$ cat src/rtl/regwin_pkg.sv
package regwin_pkg;

    typedef enum logic [1:0] {
        RW_IDLE  = 2'd0,
        RW_SPILL = 2'd1,
        RW_FILL  = 2'd2
    } rw_state_e;

endpackage

$ cat src/rtl/regwin_store.sv
module regwin_store #(
    parameter int DATA_W = 32,
    parameter int REGS   = 16,
    parameter int SLOTS  = 4,
    localparam int IDX_W  = $clog2(REGS),
    localparam int SLOT_W = $clog2(SLOTS)
) (
    input  logic              clk,
    input  logic              we,
    input  logic [SLOT_W-1:0] w_slot,
    input  logic [IDX_W-1:0]  w_idx,
    input  logic [DATA_W-1:0] w_data,
    input  logic [SLOT_W-1:0] a_slot,
    input  logic [IDX_W-1:0]  a_idx,
    output logic [DATA_W-1:0] a_data,
    input  logic [SLOT_W-1:0] b_slot,
    input  logic [IDX_W-1:0]  b_idx,
    output logic [DATA_W-1:0] b_data
);

    logic [DATA_W-1:0] cells_q [SLOTS][REGS];

    always_ff @(posedge clk) begin
        if (we) begin
            cells_q[w_slot][w_idx] <= w_data;
        end
    end

    always_comb begin
        a_data = cells_q[a_slot][a_idx];
        b_data = cells_q[b_slot][b_idx];
    end

endmodule

$ cat src/rtl/regwin_ctrl.sv
module regwin_ctrl
    import regwin_pkg::*;
#(
    parameter int          DATA_W  = 32,
    parameter int          REGS    = 16,
    parameter int          SLOTS   = 4,
    parameter int          ADDR_W  = 32,
    parameter int          DEPTH_W = 16,
    parameter logic [31:0] FP_BASE = 32'h0000_1000,
    localparam int IDX_W  = $clog2(REGS),
    localparam int SLOT_W = $clog2(SLOTS),
    localparam int CNT_W  = $clog2(SLOTS + 1)
) (
    input  logic               clk,
    input  logic               rst_n,
    input  logic               call_req,
    input  logic               ret_req,
    input  logic               wr_en,
    input  logic [IDX_W-1:0]   wr_idx,
    input  logic [DATA_W-1:0]  wr_data,
    input  logic               mem_ack,
    input  logic [DATA_W-1:0]  mem_rdata,
    output logic [SLOT_W-1:0]  head,
    output logic [SLOT_W-1:0]  spill_slot,
    output logic [IDX_W-1:0]   word_idx,
    output logic               st_we,
    output logic [SLOT_W-1:0]  st_wslot,
    output logic [IDX_W-1:0]   st_widx,
    output logic [DATA_W-1:0]  st_wdata,
    output logic               busy,
    output logic               call_done,
    output logic               ret_done,
    output logic               underflow_err,
    output logic [DEPTH_W-1:0] depth,
    output logic [ADDR_W-1:0]  frame_ptr,
    output logic               mem_req,
    output logic               mem_we,
    output logic [ADDR_W-1:0]  mem_addr
);

    localparam logic [ADDR_W-1:0] WORD_BYTES  = ADDR_W'(DATA_W / 8);
    localparam logic [ADDR_W-1:0] FRAME_BYTES = ADDR_W'(REGS * (DATA_W / 8));
    localparam logic [IDX_W-1:0]  LAST_WORD   = IDX_W'(REGS - 1);
    localparam logic [CNT_W-1:0]  FULL_CNT    = CNT_W'(SLOTS);

    typedef struct packed {
        rw_state_e          st;
        logic [SLOT_W-1:0]  head;
        logic [CNT_W-1:0]   cnt;
        logic [DEPTH_W-1:0] depth;
        logic [ADDR_W-1:0]  fp;
        logic [IDX_W-1:0]   word;
        logic               call_done;
        logic               ret_done;
        logic               uflow;
    } ctrl_s;

    ctrl_s ctl_d, ctl_q;

    always_comb begin
        ctl_d           = ctl_q;
        ctl_d.call_done = 1'b0;
        ctl_d.ret_done  = 1'b0;
        ctl_d.uflow     = 1'b0;
        unique case (ctl_q.st)
            RW_IDLE: begin
                if (call_req) begin
                    if (ctl_q.cnt < FULL_CNT) begin
                        ctl_d.head      = ctl_q.head + 1'b1;
                        ctl_d.cnt       = ctl_q.cnt + 1'b1;
                        ctl_d.depth     = ctl_q.depth + 1'b1;
                        ctl_d.call_done = 1'b1;
                    end else begin
                        ctl_d.st   = RW_SPILL;
                        ctl_d.word = '0;
                    end
                end else if (ret_req) begin
                    if (ctl_q.depth == '0) begin
                        ctl_d.uflow = 1'b1;
                    end else if (ctl_q.cnt > CNT_W'(1)) begin
                        ctl_d.head     = ctl_q.head - 1'b1;
                        ctl_d.cnt      = ctl_q.cnt - 1'b1;
                        ctl_d.depth    = ctl_q.depth - 1'b1;
                        ctl_d.ret_done = 1'b1;
                    end else begin
                        ctl_d.st   = RW_FILL;
                        ctl_d.word = '0;
                        ctl_d.fp   = ctl_q.fp - FRAME_BYTES;
                    end
                end
            end
            RW_SPILL: begin
                if (mem_ack) begin
                    if (ctl_q.word == LAST_WORD) begin
                        ctl_d.st        = RW_IDLE;
                        ctl_d.fp        = ctl_q.fp + FRAME_BYTES;
                        ctl_d.head      = ctl_q.head + 1'b1;
                        ctl_d.depth     = ctl_q.depth + 1'b1;
                        ctl_d.call_done = 1'b1;
                    end else begin
                        ctl_d.word = ctl_q.word + 1'b1;
                    end
                end
            end
            RW_FILL: begin
                if (mem_ack) begin
                    if (ctl_q.word == LAST_WORD) begin
                        ctl_d.st       = RW_IDLE;
                        ctl_d.head     = ctl_q.head - 1'b1;
                        ctl_d.depth    = ctl_q.depth - 1'b1;
                        ctl_d.ret_done = 1'b1;
                    end else begin
                        ctl_d.word = ctl_q.word + 1'b1;
                    end
                end
            end
            default: ctl_d.st = RW_IDLE;
        endcase
    end

    always_ff @(posedge clk or negedge rst_n) begin
        if (!rst_n) begin
            ctl_q           <= '0;
            ctl_q.st        <= RW_IDLE;
            ctl_q.cnt       <= CNT_W'(1);
            ctl_q.fp        <= ADDR_W'(FP_BASE);
        end else begin
            ctl_q <= ctl_d;
        end
    end

    always_comb begin
        head          = ctl_q.head;
        spill_slot    = ctl_q.head + 1'b1;
        word_idx      = ctl_q.word;
        busy          = (ctl_q.st != RW_IDLE);
        call_done     = ctl_q.call_done;
        ret_done      = ctl_q.ret_done;
        underflow_err = ctl_q.uflow;
        depth         = ctl_q.depth;
        frame_ptr     = ctl_q.fp;
        mem_req       = (ctl_q.st == RW_SPILL) || (ctl_q.st == RW_FILL);
        mem_we        = (ctl_q.st == RW_SPILL);
        mem_addr      = ctl_q.fp + (ADDR_W'(ctl_q.word) * WORD_BYTES);
        if (ctl_q.st == RW_FILL) begin
            st_we    = mem_ack;
            st_wslot = ctl_q.head - 1'b1;
            st_widx  = ctl_q.word;
            st_wdata = mem_rdata;
        end else begin
            st_we    = wr_en && (ctl_q.st == RW_IDLE);
            st_wslot = ctl_q.head;
            st_widx  = wr_idx;
            st_wdata = wr_data;
        end
    end

endmodule

$ cat src/rtl/regwin_cache.sv
module regwin_cache #(
    parameter int          DATA_W  = 32,
    parameter int          REGS    = 16,
    parameter int          SLOTS   = 4,
    parameter int          ADDR_W  = 32,
    parameter int          DEPTH_W = 16,
    parameter logic [31:0] FP_BASE = 32'h0000_1000,
    localparam int IDX_W  = $clog2(REGS),
    localparam int SLOT_W = $clog2(SLOTS)
) (
    input  logic               clk,
    input  logic               rst_n,
    input  logic               call_req,
    input  logic               ret_req,
    input  logic               wr_en,
    input  logic [IDX_W-1:0]   wr_idx,
    input  logic [DATA_W-1:0]  wr_data,
    input  logic [IDX_W-1:0]   rd_idx,
    output logic [DATA_W-1:0]  rd_data,
    output logic               busy,
    output logic               call_done,
    output logic               ret_done,
    output logic               underflow_err,
    output logic [DEPTH_W-1:0] depth,
    output logic [ADDR_W-1:0]  frame_ptr,
    output logic               mem_req,
    output logic               mem_we,
    output logic [ADDR_W-1:0]  mem_addr,
    output logic [DATA_W-1:0]  mem_wdata,
    input  logic               mem_ack,
    input  logic [DATA_W-1:0]  mem_rdata
);

    logic [SLOT_W-1:0] head;
    logic [SLOT_W-1:0] spill_slot;
    logic [IDX_W-1:0]  word_idx;
    logic              st_we;
    logic [SLOT_W-1:0] st_wslot;
    logic [IDX_W-1:0]  st_widx;
    logic [DATA_W-1:0] st_wdata;

    regwin_ctrl #(
        .DATA_W (DATA_W),
        .REGS   (REGS),
        .SLOTS  (SLOTS),
        .ADDR_W (ADDR_W),
        .DEPTH_W(DEPTH_W),
        .FP_BASE(FP_BASE)
    ) ctrl_i (
        .clk          (clk),
        .rst_n        (rst_n),
        .call_req     (call_req),
        .ret_req      (ret_req),
        .wr_en        (wr_en),
        .wr_idx       (wr_idx),
        .wr_data      (wr_data),
        .mem_ack      (mem_ack),
        .mem_rdata    (mem_rdata),
        .head         (head),
        .spill_slot   (spill_slot),
        .word_idx     (word_idx),
        .st_we        (st_we),
        .st_wslot     (st_wslot),
        .st_widx      (st_widx),
        .st_wdata     (st_wdata),
        .busy         (busy),
        .call_done    (call_done),
        .ret_done     (ret_done),
        .underflow_err(underflow_err),
        .depth        (depth),
        .frame_ptr    (frame_ptr),
        .mem_req      (mem_req),
        .mem_we       (mem_we),
        .mem_addr     (mem_addr)
    );

    regwin_store #(
        .DATA_W(DATA_W),
        .REGS  (REGS),
        .SLOTS (SLOTS)
    ) store_i (
        .clk   (clk),
        .we    (st_we),
        .w_slot(st_wslot),
        .w_idx (st_widx),
        .w_data(st_wdata),
        .a_slot(head),
        .a_idx (rd_idx),
        .a_data(rd_data),
        .b_slot(spill_slot),
        .b_idx (word_idx),
        .b_data(mem_wdata)
    );

endmodule

$ cat config.mk
export PLATFORM = sky130hd
export DESIGN_NAME = regwin_cache
export DESIGN_NICKNAME = d
export VERILOG_FILES = /design/src/rtl/regwin_pkg.sv /design/src/rtl/regwin_store.sv /design/src/rtl/regwin_ctrl.sv /design/src/rtl/regwin_cache.sv
export SDC_FILE = /design/constraint.sdc
export NUM_CORES = 2
export LEC_CHECK = 0
export ABC_AREA = 1
export BUFFER_PORTS_ARGS = -buffer_cell sky130_fd_sc_hd__buf_2
export CORE_ASPECT_RATIO = 2
export CORE_MARGIN = 4
export CORE_UTILIZATION = 29
export DETAILED_ROUTE_END_ITERATION = 8
export HOLD_SLACK_MARGIN = 0.12
export PLACE_DENSITY = 0.49
export SLEW_MARGIN = 25
export SYNTH_ARGS = -nofsm -noshare
export SYNTH_HDL_FRONTEND = slang
export SYNTH_SLANG_ARGS = --single-unit
$ cat constraint.sdc
create_clock -name clk -period 5.77 [get_ports clk]
set_clock_uncertainty 0.1 [all_clocks]
set_input_delay 0.8655 -clock clk [delete_from_list [all_inputs] [get_ports clk]]
set_output_delay 0.8655 -clock clk [all_outputs]
set_load 0.02 [all_outputs]
==> summary.md <==
| Metric | Value |
|---|---|
| Worst-path clk slew | 0.07 ns |
| Mapped Area | ~0.11 mm2 |
| Worst r2r path cells | 9 |
| Setup crit start kind | flip-flop |
| Worst Path Required | 4.80 ns |
| Hold path cells | 3 |
| Peak VDD IR | 519 uV |
| Most frequent CP cell | nand3_1 |
| Layout area overhead | 12.6% |
| CTS Root Buffer Type | clkbuf_16 |
| Commonest cells after routing, fill and taps aside | nand2_1, edfxtp_1, nand3_1, nor2_1, inv_1 |
| Status | finished clean |
| Setup crit end kind | primary output |
| RePlAce Congestion | 0.900 |
| Most common cell after layout, fill and taps aside | nand2_1 |
| Syn avg cell area | ~9.0 um2 |
| Die area | around 0.37 mm2 |
| Final hold vios | 0 |
| Post-synth EDFFs | between 2k and 2.5k |
| Maximum clock rate | between 150 and 200 MHz |
| Design Area, Final | about 0.12 mm2 |
| Tmin final | ~5.6 ns |
| Placed Area | between 0.1 and 0.15 mm2 |
| CTS buffer count | ~200 |
| Worst EP arrival | roughly 4.7 ns |
| CP Launch Point | ctrl_i.head[1]$_DFFE_PN0P_ |
| Total grt overflow | 0 |
| Sequential share of the synthesized area | between 50 and 60% |
| Final setup violation count | 0 |
| Core area | approximately 0.36 mm2 |
| Via count | slightly above 90k |
| Pre-antenna DRT Iters | 7 |
| Rows | about 310 |
| Ys async rst share | ~2.7% |
| Clock tree buffer depth | 4 |
| H-tree depth | 4 |
| Yosys warns | 0 |
| CP max FO | approximately 40 |
| Buffers on Ports | ~220 |
| Leak Pwr | between 40 and 50 nW |
| Unrepaired setup endpoints after global routing | false |
| Synth Flop Type | edfxtp_1 |
| Die Ht | roughly 860 um |
| CP Cell Sequence | inv_8 > nand2_8 > nand2_8 > buf_4 > nand2_1 > nand3_1 > nand3_1 > nand3_1 > nand3_1 > nand2_1 > buf_2 |
| Post-DRT Antenna Nets | 0 |
| Max Cap Viol | 0 |
| Setup_tns | 0 ns |
| I/O pin cnt | approximately 230 |
| Slowest CP cell | dfrtp_4 |
| Nets@finish | approximately 12k |
| Hold Crit Endpoint | ctrl_i.underflow_err$_DFF_PN0_ |
| CTS tree | yes |
| Post-route clock period utilization | about 97% |
| Share of cells above drive strength 1 | roughly 8.1% |
| HP Class | input pin to flip-flop |
| Antenna violations before repair | 25 |
| Die width | about 430 um |
| Register bit count reported by yosys | approximately 2.1k |
| Slew @ Worst Pin | approximately 1.2 ns |
| Synth Instances | between 10k and 15k |
| Reg2reg setup slack | 1.09 ns |
| First-pass GRT wire length | 668000 um |
| DRC Markers | 0 |
| Wirelength per Cell | 29.6 um |
| Detailed Place HPWL | around 290000 um |
| Largest net degree at the start of global routing | roughly 180 |
| WS Path Type | flip-flop to primary output |
| Worst Hold Launch | ret_req |
| Final Max Slew Viols | 0 |
| Starting density of the core | 29.1% |
| 1st-iter DRT viols | 9384 |
| Worst-Skew Late Latency | slightly above 0.9 ns |
| Vias in the first global route | 86.6k |
| Total GRT Usage | about a quarter |
| CP peak stage delay | slightly below 0.7 ns |
| Max transition margin | around 18% |
| Finished Core Util | roughly a third |
| Reg2reg end | store_i.cells_q[3][6]$_DFFE_PP_ |
| Post-synth cell types | 38 |
| Total length of routed wires | roughly 490000 um |
| Reg2reg start | ctrl_i.ctl_q[60]$_DFFE_PN0P_ |
| Clk sinks | 2104 |
| Vias/cell | roughly 5.5 |
| Post CTS Setup Buffer Count | 0 |
| Power Density | between 400 and 500 mW/mm2 |
[through the flow]
step                      power, mW  setup slack, ns  instances  hold WS [ns]
final                          58.7            0.147      16500         0.189
after global routing           61.2            0.110      16500         0.180
after CTS                      58.7           0.0291      16500         0.131
after detailed placement       45.5             1.03      16200         0.400
after global placement         45.4             1.02      16200         0.390
after floorplan                35.0             2.16      11800         0.370
[kinds of logic after synthesis]
group                      synth area share [%]
AOI/OAI and AO/OA                          8.92
xor gates and xnor gates                  0.182
adders and majority gates                 0.166
buffers and inverters                      8.11
DFF                                        59.5
other                                   0.00355
and+or+nand+nor                            23.1
[worst max-delay path by stage]
stage / cells past startpoint / endpoint / slack, ns
2_1_floorplan: 9 / store_i.cells_q[0][384]$_DFFE_PP_ / 2.16
3_3_place_gp: 11 / mem_wdata[20] / 1.02
3_5_place_dp: 11 / mem_wdata[20] / 1.03
4_1_cts: 11 / mem_wdata[20] / 0.03
5_1_grt: 11 / mem_wdata[20] / 0.11
6_report: 11 / mem_wdata[20] / 0.15
[sequential cells by signal, summed over array words and instances (netlist names)]
register	count
ctrl_i.depth	16
ctrl_i.ret_done	1
ctrl_i.ctl_q	5
ctrl_i.underflow_err	1
ctrl_i.call_done	1
ctrl_i.word_idx	4
store_i.cells_q	2048
ctrl_i.head	2
ctrl_i.frame_ptr	26
[worst max-delay path: cells and delay by family, from the launching register on]
family | cells | cell delay (ns)
buffers and inverters | 3 | 1.13
flip-flops | 1 | 0.69
AND/OR/NAND/NOR | 8 | 1.72
[where the power goes]
| part | switching, mW | internal, mW |
|---|---|---|
| combinational | 19.5 | 6.39 |
| sequential | 0.578 | 18.8 |
| clock | 6.16 | 7.19 |
| total | 26.2 | 32.4 |
[cell usage after synthesis (2+ instances only)]
cell	count	share of area, %
nand2_1	2345	8.3
edfxtp_1	2048	58
nand3_1	1770	8.4
nor2_1	1365	4.8
inv_1	1134	4.0
a21oi_1	1114	5.3
o21ai_0	724	3.4
buf_2	336	1.6
clkbuf_1	250	0.89
nand4_1	221	1.3
buf_4	145	1.0
buf_1	101	0.36
dfrtp_1	54	1.3
xor2_1	19	0.16
buf_6	17	0.18
nand3b_1	17	0.12
ha_1	14	0.17
nor3_1	13	0.062
a22oi_1	11	0.078
o22ai_1	10	0.059
inv_2	7	0.025
o211ai_1	5	0.036
nand2_2	4	0.024
clkinv_1	3	0.011
xnor2_1	3	0.025
dfstp_2	2	0.050
nor2_4	2	0.021
o21a_1	2	0.014
o31ai_1	2	0.014
[per-layer routing]
metal | up-vias | wire, um | global-route usage (%)
met1 | 44800 | 172000 | 28.0
li1 | 39600 | - | -
met2 | 4821 | 237000 | 43.4
met3 | 1482 | 37600 | 3.69
met5 | - | 77 | 0
met4 | 10 | 42900 | 18.3
[final cells by class]
| type | count | area (um2) |
|---|---|---|
| diodes | 14 | 35.0 |
| clock buffers | 239 | 5150 |
| clock inverters | 102 | 1010 |
| fillers | 37400 | 244000 |
| inverters | 1144 | 4350 |
| multi-input cells | 7657 | 34900 |
| flip-flops and latches | 2104 | 62900 |
| well taps | 4725 | 5910 |
| repair buffers | 563 | 4740 |
[what timing repair did]
action                                  in CTS  in global routing
hold buffers                                 1                  0
resized for setup                            0                  0
endpoints found under the hold margin       17                  0
endpoints found under the setup margin       0                  0
No activity file was read; power rests on OpenSTA's default activity.
